===== config.mk =====
export PLATFORM = sky130hd
export DESIGN_NAME = cmp_trap_unit
export DESIGN_NICKNAME = d
export VERILOG_FILES = /design/src/rtl/cmp_trap_pkg.sv /design/src/rtl/cmp_sub_core.sv /design/src/rtl/cmp_rel_gen.sv /design/src/rtl/cmp_trap_unit.sv
export SDC_FILE = /design/constraint.sdc
export NUM_CORES = 1
export LEC_CHECK = 0
export ABC_AREA = 1
export BUFFER_PORTS_ARGS = -buffer_cell sky130_fd_sc_hd__buf_2
export CAP_MARGIN = 20
export CORE_ASPECT_RATIO = 1.75
export CORE_MARGIN = 3
export CORE_UTILIZATION = 50
export DETAILED_ROUTE_END_ITERATION = 6
export PLACE_DENSITY = 0.89
export SLEW_MARGIN = 20
export SYNTH_ARGS = -nofsm -noshare
export SYNTH_HDL_FRONTEND = slang
export SYNTH_SLANG_ARGS = --single-unit

===== constraint.sdc =====
create_clock -name clk -period 4.97 [get_ports clk]
set_input_delay 0.497 -clock clk [delete_from_list [all_inputs] [get_ports clk]]
set_output_delay 0.497 -clock clk [all_outputs]
set_load 0.02 [all_outputs]

===== src/rtl/cmp_trap_pkg.sv =====
// Shared types and field positions for the compare/trap unit.
// Assumes the relation vector order is fixed, because the trap mask
// is decoded against it bit for bit.
package cmp_trap_pkg;

    // Relation vector: bit 4 down to bit 0
    typedef struct packed {
        logic slt;  // signed A < B
        logic sgt;  // signed A > B
        logic eq;   // A == B
        logic ult;  // unsigned A < B
        logic ugt;  // unsigned A > B
    } rel_t;

    localparam int REL_W  = 5;
    localparam int CRF_W  = 4;
    localparam int CRF_LT = 3;
    localparam int CRF_GT = 2;
    localparam int CRF_EQ = 1;
    localparam int CRF_SO = 0;

endpackage


===== src/rtl/cmp_sub_core.sv =====
// Subtractor for the compare path: forms B + ~A + 1 as a split add.
// It gives the carry out of the low half (word compare) and of the
// full width (doubleword compare). Assumes 0 < HALF_W < DATA_W.
module cmp_sub_core #(
    parameter int DATA_W = 64,
    parameter int HALF_W = 32
) (
    input  logic [DATA_W-1:0] a_i,
    input  logic [DATA_W-1:0] b_i,
    output logic [DATA_W-1:0] diff_o,
    output logic              carry_lo_o,
    output logic              carry_hi_o
);
    localparam int UP_W = DATA_W - HALF_W;

    logic [HALF_W:0] lo_sum;
    logic [UP_W:0]   hi_sum;

    // Low half: ~A + B + 1, keeping the carry out of the top bit of the half
    always_comb begin
        lo_sum = {1'b0, ~a_i[HALF_W-1:0]} + {1'b0, b_i[HALF_W-1:0]}
               + {{HALF_W{1'b0}}, 1'b1};
    end

    // Upper part: adds in the carry from the low half
    always_comb begin
        hi_sum = {1'b0, ~a_i[DATA_W-1:HALF_W]} + {1'b0, b_i[DATA_W-1:HALF_W]}
               + {{UP_W{1'b0}}, lo_sum[HALF_W]};
    end

    assign diff_o     = {hi_sum[UP_W-1:0], lo_sum[HALF_W-1:0]};
    assign carry_lo_o = lo_sum[HALF_W];
    assign carry_hi_o = hi_sum[UP_W];
endmodule


===== src/rtl/cmp_rel_gen.sv =====
// Builds the five-bit relation vector for one width, from the sign
// bit of B-A, the carry out of that width, the operand sign bits and
// the equality flag. Assumes carry=1 exactly when B >= A unsigned.
module cmp_rel_gen
    import cmp_trap_pkg::*;
(
    input  logic a_msb_i,
    input  logic b_msb_i,
    input  logic d_msb_i,
    input  logic carry_i,
    input  logic eq_i,
    output rel_t rel_o
);
    // Derive the signed and unsigned relations without a magnitude comparator
    always_comb begin
        rel_o.eq  = eq_i;
        rel_o.ugt = ~carry_i;
        rel_o.ult = carry_i & ~eq_i;
        if (a_msb_i != b_msb_i) begin
            rel_o.slt = a_msb_i;
            rel_o.sgt = b_msb_i;
        end else begin
            rel_o.sgt = d_msb_i;
            rel_o.slt = ~d_msb_i & ~eq_i;
        end
    end
endmodule


===== src/rtl/cmp_trap_unit.sv =====
// Compare/trap unit top. One subtraction and a direct equality test
// produce a relation vector for both widths. The selected vector
// feeds either the condition field or the trap test. All outputs are
// registered (one cycle of latency). Assumes inputs are meaningful
// only while valid_i is high.
module cmp_trap_unit
    import cmp_trap_pkg::*;
#(
    parameter int DATA_W = 64,
    parameter int WORD_W = 32
) (
    input  logic              clk,
    input  logic              rst_n,
    input  logic              valid_i,
    input  logic [DATA_W-1:0] op_a_i,
    input  logic [DATA_W-1:0] op_b_i,
    input  logic              signed_i,
    input  logic              word_i,
    input  logic              trap_sel_i,
    input  logic [REL_W-1:0]  to_i,
    input  logic              so_i,
    output logic              res_valid_o,
    output logic [CRF_W-1:0]  crf_o,
    output logic              trap_o
);
    localparam int N_WIDTHS = 2;

    logic [DATA_W-1:0] diff;
    logic              carry_lo, carry_hi;
    logic              eq_lo, eq_hi;
    logic [N_WIDTHS-1:0] w_eq, w_carry, w_amsb, w_bmsb, w_dmsb;
    rel_t              w_rel [N_WIDTHS];
    rel_t              rel_sel;
    logic [CRF_W-1:0]  crf_nxt;
    logic              trap_nxt;

    cmp_sub_core #(.DATA_W(DATA_W), .HALF_W(WORD_W)) sub_i (
        .a_i       (op_a_i),
        .b_i       (op_b_i),
        .diff_o    (diff),
        .carry_lo_o(carry_lo),
        .carry_hi_o(carry_hi)
    );

    // Direct equality, split so the word test reuses the low half
    always_comb begin
        eq_lo = (op_a_i[WORD_W-1:0] == op_b_i[WORD_W-1:0]);
        eq_hi = (op_a_i[DATA_W-1:WORD_W] == op_b_i[DATA_W-1:WORD_W]);
    end

    // Per-width inputs: index 0 = word, index 1 = doubleword
    always_comb begin
        w_eq[0]    = eq_lo;
        w_carry[0] = carry_lo;
        w_amsb[0]  = op_a_i[WORD_W-1];
        w_bmsb[0]  = op_b_i[WORD_W-1];
        w_dmsb[0]  = diff[WORD_W-1];
        w_eq[1]    = eq_lo & eq_hi;
        w_carry[1] = carry_hi;
        w_amsb[1]  = op_a_i[DATA_W-1];
        w_bmsb[1]  = op_b_i[DATA_W-1];
        w_dmsb[1]  = diff[DATA_W-1];
    end

    for (genvar g = 0; g < N_WIDTHS; g++) begin : g_width
        cmp_rel_gen rel_i (
            .a_msb_i(w_amsb[g]),
            .b_msb_i(w_bmsb[g]),
            .d_msb_i(w_dmsb[g]),
            .carry_i(w_carry[g]),
            .eq_i   (w_eq[g]),
            .rel_o  (w_rel[g])
        );
    end

    // Pick the relation vector for the requested width
    always_comb begin
        rel_sel = word_i ? w_rel[0] : w_rel[1];
    end

    // Form the condition field and the trap decision from one vector
    always_comb begin
        crf_nxt  = '0;
        trap_nxt = 1'b0;
        if (valid_i) begin
            if (trap_sel_i) begin
                trap_nxt = |(rel_sel & to_i);
            end else begin
                crf_nxt[CRF_LT] = signed_i ? rel_sel.slt : rel_sel.ult;
                crf_nxt[CRF_GT] = signed_i ? rel_sel.sgt : rel_sel.ugt;
                crf_nxt[CRF_EQ] = rel_sel.eq;
                crf_nxt[CRF_SO] = so_i;
            end
        end
    end

    // Output register stage
    always_ff @(posedge clk) begin
        if (!rst_n) begin
            res_valid_o <= 1'b0;
            crf_o       <= '0;
            trap_o      <= 1'b0;
        end else begin
            res_valid_o <= valid_i;
            crf_o       <= crf_nxt;
            trap_o      <= trap_nxt;
        end
    end
endmodule


==> results.md, run 1 <==
* Grt ovf at 0
* Lkg Pwr at 2.26 nW
* Critical Path End Type: register
* Register area share after synthesis at 0.0464
* Setup TNS at 0 ns
* Crit. path cell count at 27
* # setup viols final at 0
* Synth warn at 0
* First-pass DRT Iterations at 4
* Post-CTS Resized at 0
* Initial antenna violation count at 0
* Largest net degree at the start of global routing at 7
* Num ports at 146
* Via count at 3246
* Post-synth EDFFs at 0
* Status: completed
* Synth cell count leaders: inv_1, nand2_1, ha_1
* CP startpoint kind: primary input
* Layout net count at 776
* Final Hold Violating Endpoints at 0
* Vias in the first global route at 3297
* CTS tree: built
* Synth Area per Inst at 6.17 µm²
* Site Rows at 34
* M2 GR Usage at 0.510
* Top cell type's share of synthesized area at 0.309
* Met1 usage at 0.184
* Gr busiest metal: met2
* Core area at 4980 µm²
* Synth area leaders: ha_1, inv_1, nand2_1, a21oi_1, dfxtp_1
* WS Path Type: primary input to register
* Slew Viols, Final at 0
* Wire length per cell at 11.3 µm
* DR iter-0 viols at 87
* DRC viols at 0
* Initial core utilization at 0.520
* Post-Route WL at 7.06 mm
* Clock sinks at 6
* Post-synthesis register bit count at 6
* Slowest cell on crit path: fa_1
* Clk buf depth at 2
* Hold_ws at 0.497 ns
* Final Cycle Share at 0.622
* Post-Syn Nets at 626
* Worst min-delay path class: primary input to register
* Top_reg_cell synth: dfxtp_1
* Critical-path maximum fanout at 4
* Port bufs at 145
* CP Buf/Inv Count at 3
* CTS Hold Bufs at 0
* CP peak stage delay at 0.36 ns
* Fraction of registers with async set/reset at 0
* Post-DP HPWL at 6.59 mm
* Share of layout cells above drive strength 1 at 0.299
* Most frequent cell after synthesis: inv_1
* Syn Std Cell Area at 2590 µm²
* Most used cell, CP: nand2_1
* Clk slew on worst S/H paths at 0.04 ns
* Cell variety after synth at 34
* Crit-path leading delay family: simple AND/OR/NAND/NOR gates
* RSZ-0062 raised after global routing: false
* CP required at 5.08 ns
* Tightest Pin Transition at 0.341 ns
* N_diodes at 0
* Biggest area consumer among synthesized cells: ha_1
* Hold Path Stages at 3
* Postcts setup bufs at 0
* Mapped Cells at 420
* Vias per cell at 5.22
* Wire length of the first global-routing pass at 11.7 mm
* Min-delay src: so_i
* Area growth from synthesis to layout at 32.2%
* TritonCTS Buffers at 3
* Power per cell area at 117 nW/µm²
* Final min period at 3.09 ns
* Fillers at 452
* Peak VDD IR at 0.0762 mV
* Gpl congestion at 0.855
* H-tree depth at 1
* Met3 GRT Util at 0.0332
* Gr usage total at 0.237
* DIE WIDTH at 60.4 µm
* Slew HR at 0.771
* Root buffer cell: clkbuf_8
* Die ar. at 6110 µm²
* # placed instances at 619
* Die Ht at 101 µm
* Start point of the critical path: op_a_i[14]
* ANT nets after route at 0
* Max Fclk at 0.323 GHz
* Max cap viols at 0
* Post-Layout Cell Count at 622
* Worst Path Arrival at 3.21 ns
## layout make-up
| type | instances | area (µm²) | share of cell area |
|---|---|---|---|
| multi-input cells | 308 | 2070 | 0.605 |
| repair buffers | 145 | 726 | 0.212 |
| inverters | 106 | 398 | 0.116 |
| flip-flops and latches | 6 | 120 | 0.0351 |
| well taps | 54 | 67.6 | 0.0197 |
| clock buffers | 3 | 41.3 | 0.0121 |
## cell usage in the layout (no fill, tap or decap), types with 2 or more instances in the layout
cell type  instances
fa_1               2
nor3_1             3
o21ai_1            2
nand3_1           23
nand2_1           78
a221oi_1           2
dfxtp_1            6
nand4_1            9
nand2_2            6
nor4_4             2
nor2_1            30
clkbuf_8           3
a31oi_1            3
a21boi_0           2
a21o_1             7
o21ai_0           11
buf_2            145
inv_1            103
a21oi_1           43
nor2_2             5
o21bai_1           2
ha_1              64
inv_2              3
a21oi_2            2
## kinds of logic (layout without fill, tap and decap cells)
logic type               Yosys count  in the layout  synth area share
AND/OR/NAND/NOR                  162            162             0.295
buffers and inverters            106            254             0.154
AO/OA/AOI/OAI                     79             79             0.176
adder cells (fa/ha/maj)           66             66             0.325
flip-flops                         6              6            0.0464
multiplexers                       1              1           0.00386
## through the flow
step | worst slack [ns] | util | total power, W | area (µm²)
finish | 1.88 | 0.688 | 0.000400 | 3420
global route | 1.50 | 0.688 | 0.000447 | 3420
CTS | 1.87 | 0.688 | 0.000402 | 3420
detailed placement | 1.66 | 0.680 | 0.000329 | 3380
global placement | 1.71 | 0.680 | 0.000317 | 3380
floorplan | 2.11 | - | 0.000231 | 2590
## flip-flops by register name (all words and copies together) (netlist names)
| name | flops |
|---|---|
| res_valid_o | 1 |
| trap_o | 1 |
| crf_o | 4 |
## metal layers
| layer | share of wire | wire length [µm] |
|---|---|---|
| met5 | 0 | 0 |
| met4 | 0.035 | 249 |
| met1 | 0.30 | 2150 |
| met3 | 0.070 | 491 |
| met2 | 0.59 | 4170 |
## worst min-delay path, delay by kind of cell
family / cells / cell delay [ns]
buf+inv: 2 / 0.13
simple gates: 1 / 0.04
## worst paths after layout
kind | to | slack, ns
max | trap_o | 1.88
min | crf_o[0] | 0.50
## power by group
group	switching, W	internal (W)
sequential	0.000000469	0.0000501
combinational	0.000150	0.000127
clock	0.0000200	0.0000520
total	0.000170	0.000229
Power figures use the tool's default switching activity.
==> run 2: changes to the inputs <==
--- a/config.mk
+++ b/config.mk
@@ -10,9 +10,9 @@
 export CAP_MARGIN = 20
 export CORE_ASPECT_RATIO = 1.75
 export CORE_MARGIN = 3
-export CORE_UTILIZATION = 50
+export CORE_UTILIZATION = 46
 export DETAILED_ROUTE_END_ITERATION = 6
-export PLACE_DENSITY = 0.89
+export PLACE_DENSITY = 0.83
 export SLEW_MARGIN = 20
 export SYNTH_ARGS = -nofsm -noshare
 export SYNTH_HDL_FRONTEND = slang
==> constraint.sdc (replaced) <==
create_clock -name clk -period 2.9 [get_ports clk]
set_input_delay 0.29 -clock clk [delete_from_list [all_inputs] [get_ports clk]]
set_output_delay 0.29 -clock clk [all_outputs]
set_load 0.02 [all_outputs]
==> results.md, run 2 (synthesized netlist as in run 1, its figures left out) <==
* Status: completed (unchanged)
* DR iter-0 viols at 119 (was 87)
* CTS Hold Bufs at 0 (unchanged)
* # setup viols final at 0 (unchanged)
* Tightest Pin Transition at 0.411 ns (was 0.341 ns)
* Max cap viols at 0 (unchanged)
* Vias in the first global route at 3415 (was 3297)
* P_int at 0.000469 W (was 0.000229 W)
* Commonest non-fill, non-tap cell in the layout: buf_2 (unchanged)
* DRC viols at 0 (unchanged)
* CTS tree: built (unchanged)
* Layout net count at 799 (was 776)
* Die Ht at 105 µm (was 101 µm)
* Post-Route WL at 8.16 mm (was 7.06 mm)
* Largest net degree at the start of global routing at 7 (unchanged)
* Gpl congestion at 0.834 (was 0.855)
* Initial core utilization at 0.485 (was 0.520)
* Sequential power share at 0.107 (was 0.127)
* Critical Path End Type: register (unchanged)
* Clock share of power at 0.150 (was 0.180)
* Worst Path Arrival at 2.96 ns (was 3.21 ns)
* First-pass DRT Iterations at 4 (unchanged)
* TritonCTS Buffers at 3 (unchanged)
* Max Fclk at 0.351 GHz
* Slew HR at 0.724 (was 0.771)
* Number of flip-flops in the largest register at 4 (unchanged)
* Area growth from synthesis to layout at 52.0% (was 32.2%)
* Core area at 5340 µm² (was 4980 µm²)
* Die ar. at 6600 µm² (was 6110 µm²)
* CP required at 3.01 ns (was 5.08 ns)
* Share of layout cells above drive strength 1 at 0.409 (was 0.299)
* Num ports at 146 (unchanged)
* Critical-path maximum fanout at 2 (was 4)
* Clock sinks at 6 (unchanged)
* WS Path Type: primary input to register (unchanged)
* Top flop regs: crf_o: 4 flops, res_valid_o: 1 flops, trap_o: 1 flops (unchanged)
* CP startpoint kind: primary input (unchanged)
* Most frequent cells in the layout: buf_2, inv_1, nand2_1, ha_1, a21oi_1 (unchanged)
* Grt ovf at 0 (unchanged)
* Vias per cell at 5.10 (was 5.22)
* Wire length per cell at 12.3 µm (was 11.3 µm)
* Total power at 0.000813 W (was 0.000400 W)
* Gr usage total at 0.221 (was 0.237)
* Slew Viols, Final at 0 (unchanged)
* Clk slew on worst S/H paths at 0.04 ns (about the same)
* Initial antenna violation count at 0 (unchanged)
* Most flops, register: crf_o (unchanged)
* Lkg Pwr at 2.38 nW (was 2.26 nW)
* Via count at 3394 (was 3246)
* Switching Power at 0.000344 W (was 0.000170 W)
* Final Cycle Share at 0.982
* Peak VDD IR at 0.117 mV (was 0.0762 mV)
* Port bufs at 145 (unchanged)
* Wire length of the first global-routing pass at 12.5 mm (was 11.7 mm)
* ANT nets after route at 0 (unchanged)
* Power per cell area at 206 nW/µm² (was 117 nW/µm²)
* Site Rows at 35 (was 34)
* Gate power share at 0.743 (was 0.693)
* Sw Share at 0.423 (was 0.426)
* Root buffer cell: clkbuf_8 (unchanged)
* Worst min-delay path class: primary input to register (unchanged)
* Post-DP HPWL at 6.68 mm (was 6.59 mm)
* Final Hold Violating Endpoints at 0 (unchanged)
* RSZ-0062 raised after global routing: true (was false)
* N_diodes at 0 (unchanged)
* H-tree depth at 1 (unchanged)
* Final min period at 2.85 ns
* DIE WIDTH at 62.7 µm (was 60.4 µm)
* Setup TNS at 0 ns (unchanged)
* Clk buf depth at 2 (unchanged)
[run 2: cell types whose count changed in the layout (fill, tap and decap cells not counted), moves of 6 or more]
cell,before,now
buf_4,0,23
inv_2,3,13
ha_4,0,17
inv_1,103,93
a21oi_2,2,8
a21oi_1,43,37
nand2_1,78,70
ha_1,64,47
nand2_2,6,12
[run 2: stage by stage]
step	hold WS [ns]	util	worst slack (ns)	cells	area [µm²]
after CTS	0.284	0.674	0.0337	662	3600
after detailed placement	0.512	0.665	-0.221	658	3550
after global placement	0.506	0.665	-0.185	658	3550
after global routing	0.285	0.737	-0.176	665	3940
final	0.286	0.737	0.0524	665	3940
after floorplan	0.402	-	0.244	420	2590
[run 2: final cells by class]
| cell class | instances | area [µm²] |
|---|---|---|
| clock buffers | 3 | 41.3 |
| fillers | 433 | 1410 |
| inverters | 106 | 398 |
| multi-input cells | 308 | 2390 |
| flip-flops and latches | 6 | 120 |
| well taps | 74 | 92.6 |
| repair buffers | 168 | 898 |
[run 2: critical path: stages]
cell	delay, ns
buf_2	0.10
inv_1	0.09
ha_4	0.22
a21oi_2	0.17
nand2_1	0.11
nand2_1	0.09
nand2_1	0.06
nand2_1	0.08
nand2_2	0.06
nand2_2	0.07
nand2_2	0.06
nand2_2	0.06
nand2_2	0.06
a21oi_2	0.11
o21ai_1	0.07
nand2_1	0.08
nand2_2	0.06
a21oi_2	0.17
fa_2	0.46
nand3_2	0.07
nand2_2	0.07
nand3_2	0.08
nand2_1	0.05
inv_1	0.05
nand2_1	0.05
nor2_1	0.08
nor2_1	0.04
[run 2: worst paths after layout]
path,endpoint,startpoint,slack (ns),depth (start not counted)
hold / removal,crf_o[0],so_i,0.29,3
setup / recovery,trap_o,op_a_i[3],0.05,27
[run 2: per-layer routing]
layer / wire length [µm] / track usage / part of all wire
met1: 2640 / 0.183 / 0.32
met2: 4740 / 0.469 / 0.58
met3: 519 / 0.0437 / 0.064
met4: 266 / 0.106 / 0.033
met5: 0 / 0 / 0
[run 2: power groups by stage]
stage	combinational (W)	sequential, W	clock (W)
6_report	0.000604	0.0000866	0.000122
5_1_grt	0.000682	0.0000868	0.000132
4_1_cts	0.000514	0.0000867	0.000124
3_5_place_dp	0.000509	0.0000879	0
3_3_place_gp	0.000490	0.0000879	0
2_1_floorplan	0.000304	0.0000916	0
[run 2: what timing repair did]
item | in CTS | in global routing
pin swaps | 0 | 19
setup buffers | 1 | 3
setup endpoints to repair | 1 | 3
resized for setup | 0 | 57
endpoints found under the hold margin | 0 | 0
==> run 3: changes to the inputs <==
--- a/config.mk
+++ b/config.mk
@@ -10,9 +10,9 @@
 export CAP_MARGIN = 20
 export CORE_ASPECT_RATIO = 1.75
 export CORE_MARGIN = 3
-export CORE_UTILIZATION = 46
+export CORE_UTILIZATION = 44
 export DETAILED_ROUTE_END_ITERATION = 6
-export PLACE_DENSITY = 0.83
+export PLACE_DENSITY = 0.8
 export SLEW_MARGIN = 20
 export SYNTH_ARGS = -nofsm -noshare
 export SYNTH_HDL_FRONTEND = slang
==> constraint.sdc (replaced) <==
create_clock -name clk -period 3.1 [get_ports clk]
set_input_delay 0.31 -clock clk [delete_from_list [all_inputs] [get_ports clk]]
set_output_delay 0.31 -clock clk [all_outputs]
set_load 0.02 [all_outputs]
==> results.md, run 3 (synthesized netlist as in run 1, its figures left out) <==
* Max cap viols at 0 (unchanged)
* Critical Path End Type: register (unchanged)
* H-tree depth at 1 (unchanged)
* ANT nets after route at 0 (unchanged)
* Most flops, register: crf_o (unchanged)
* Final min period at 2.80 ns
* Max Fclk at 0.357 GHz
* Hold Path Stages at 3 (unchanged)
* N_diodes at 0 (unchanged)
* Slew HR at 0.743 (was 0.724)
* Site Rows at 36 (was 35)
* Core area at 5630 µm² (was 5340 µm²)
* Peak VDD IR at 0.0925 mV (was 0.117 mV)
* CP startpoint kind: primary input (unchanged)
* Die ar. at 6880 µm² (was 6600 µm²)
* Final Hold Violating Endpoints at 0 (unchanged)
* DRC viols at 0 (unchanged)
* Area growth from synthesis to layout at 36.9% (was 52.0%)
* Met1 usage at 0.174 (was 0.183)
* Clk buf depth at 2 (unchanged)
* Tightest Pin Transition at 0.380 ns (was 0.411 ns)
* Clock sinks at 6 (unchanged)
* Wire length per cell at 11.2 µm (was 12.3 µm)
* Final Cycle Share at 0.904
* Die Ht at 107 µm (was 105 µm)
* Commonest non-fill, non-tap cell in the layout: buf_2 (unchanged)
* Gpl congestion at 0.890 (was 0.834)
* Critical-path maximum fanout at 4 (was 2)
* TritonCTS Buffers at 3 (unchanged)
* Final Core Density at 0.630 (was 0.737)
* CTS tree: built (unchanged)
* Min-delay src: valid_i (was so_i)
* Largest net degree at the start of global routing at 7 (unchanged)
* Post-Layout Cell Count at 644 (was 665)
* Post-Route WL at 7.19 mm (was 8.16 mm)
* # setup viols final at 0 (unchanged)
* Most frequent cells in the layout: buf_2, inv_1, nand2_1, ha_1, a21oi_1 (unchanged)
* Worst min-delay path class: primary input to register (unchanged)
* Status: completed (unchanged)
* DR iter-0 viols at 135 (was 119)
* M2 GR Usage at 0.440 (was 0.469)
* First-pass DRT Iterations at 4 (unchanged)
* Port bufs at 145 (unchanged)
* Layout net count at 776 (was 799)
* Met3 GRT Util at 0.0324 (was 0.0437)
* Post-DP HPWL at 6.40 mm (was 6.68 mm)
* Lkg Pwr at 2.26 nW (was 2.38 nW)
* Root buffer cell: clkbuf_8 (unchanged)
* WS Path Type: primary input to register (unchanged)
* Initial antenna violation count at 0 (unchanged)
* Gr usage total at 0.202 (was 0.221)
* Postcts setup bufs at 0 (was 1)
* Vias per cell at 5.01 (was 5.10)
* Via count at 3227 (was 3394)
* Worst Path Arrival at 2.91 ns (was 2.96 ns)
* DIE WIDTH at 64.0 µm (was 62.7 µm)
* Wire length of the first global-routing pass at 11.7 mm (was 12.5 mm)
* CTS Hold Bufs at 0 (unchanged)
* Number of flip-flops in the largest register at 4 (unchanged)
* Top flop regs: crf_o: 4 flops, res_valid_o: 1 flops, trap_o: 1 flops (unchanged)
* Gr busiest metal: met2 (unchanged)
* Clk slew on worst S/H paths at 0.03 ns (was 0.04 ns)
* Vias in the first global route at 3225 (was 3415)
* CP required at 3.21 ns (was 3.01 ns)
* # placed instances at 641 (was 658)
* Share of layout cells above drive strength 1 at 0.320 (was 0.409)
* Initial core utilization at 0.460 (was 0.485)
* Slew Viols, Final at 0 (unchanged)
* Grt ovf at 0 (unchanged)
* Power per cell area at 186 nW/µm² (was 206 nW/µm²)
* Num ports at 146 (unchanged)
* Worst Hold End: res_valid_o (was crf_o[0])
## run 3: stage by stage
stage	setup TNS, ns	worst slack [ns]	area (µm²)	total power, W	hold WS (ns)
final	0	0.298	3550	0.000659	0.314
after global routing	-0.0372	-0.0372	3550	0.000737	0.325
after CTS	0	0.271	3450	0.000641	0.313
after detailed placement	0	0.0571	3410	0.000525	0.533
after global placement	0	0.0945	3410	0.000512	0.528
after floorplan	0	0.424	2590	0.000370	0.422
## run 3: final cells by class
type | instances | area (µm²)
sequential | 6 | 120
fill | 546 | 2080
inverter | 106 | 398
multi-input combinational | 308 | 2170
tap | 76 | 95.1
timing repair buffer | 145 | 726
clock buffer | 3 | 41.3
## run 3: worst max path at each step
stage,slack [ns],start,end,cells after the start
detailed placement,0.06,op_a_i[14],trap_o,27
floorplan,0.42,op_a_i[31],trap_o,24
global placement,0.09,op_a_i[14],trap_o,27
finish,0.30,op_a_i[15],trap_o,27
global route,-0.04,op_a_i[15],trap_o,27
CTS,0.27,op_a_i[14],trap_o,27
## run 3: power by group
part	switching, W	total, W	internal [W]
clock network	0.0000294	0.000112	0.0000830
registers	0.000000725	0.0000811	0.0000804
logic	0.000249	0.000465	0.000216
total	0.000279	0.000659	0.000379
## run 3: worst max-delay path: stages
cell     delay [ns]
buf_2          0.08
inv_1          0.06
ha_4           0.28
nand2_1        0.07
nor2_2         0.14
nand3_2        0.08
nor2_1         0.09
nand2_1        0.06
nand2_1        0.07
nand2_1        0.06
nand2_2        0.07
nand2_1        0.06
nand2_2        0.07
a21oi_2        0.05
o21ai_1        0.11
nand2_1        0.07
nand2_2        0.08
a21oi_2        0.05
fa_1           0.36
mux2i_1        0.21
nor2_1         0.07
a21oi_1        0.11
nand2_1        0.06
inv_1          0.05
nand2_1        0.05
nor2_1         0.10
nor2_1         0.04
## run 3: routing by layer
metal	vias up	share of wire	wire length (µm)
met2	137	0.58	4160
met5	-	0	0
li1	1670	-	-
met1	1400	0.32	2280
met4	0	0.027	191
met3	20	0.077	554
## run 3: timing repair
item	CTS	global route
hold endpoints to repair	0	0
endpoints found under the setup margin	0	1
gates resized for setup	0	13
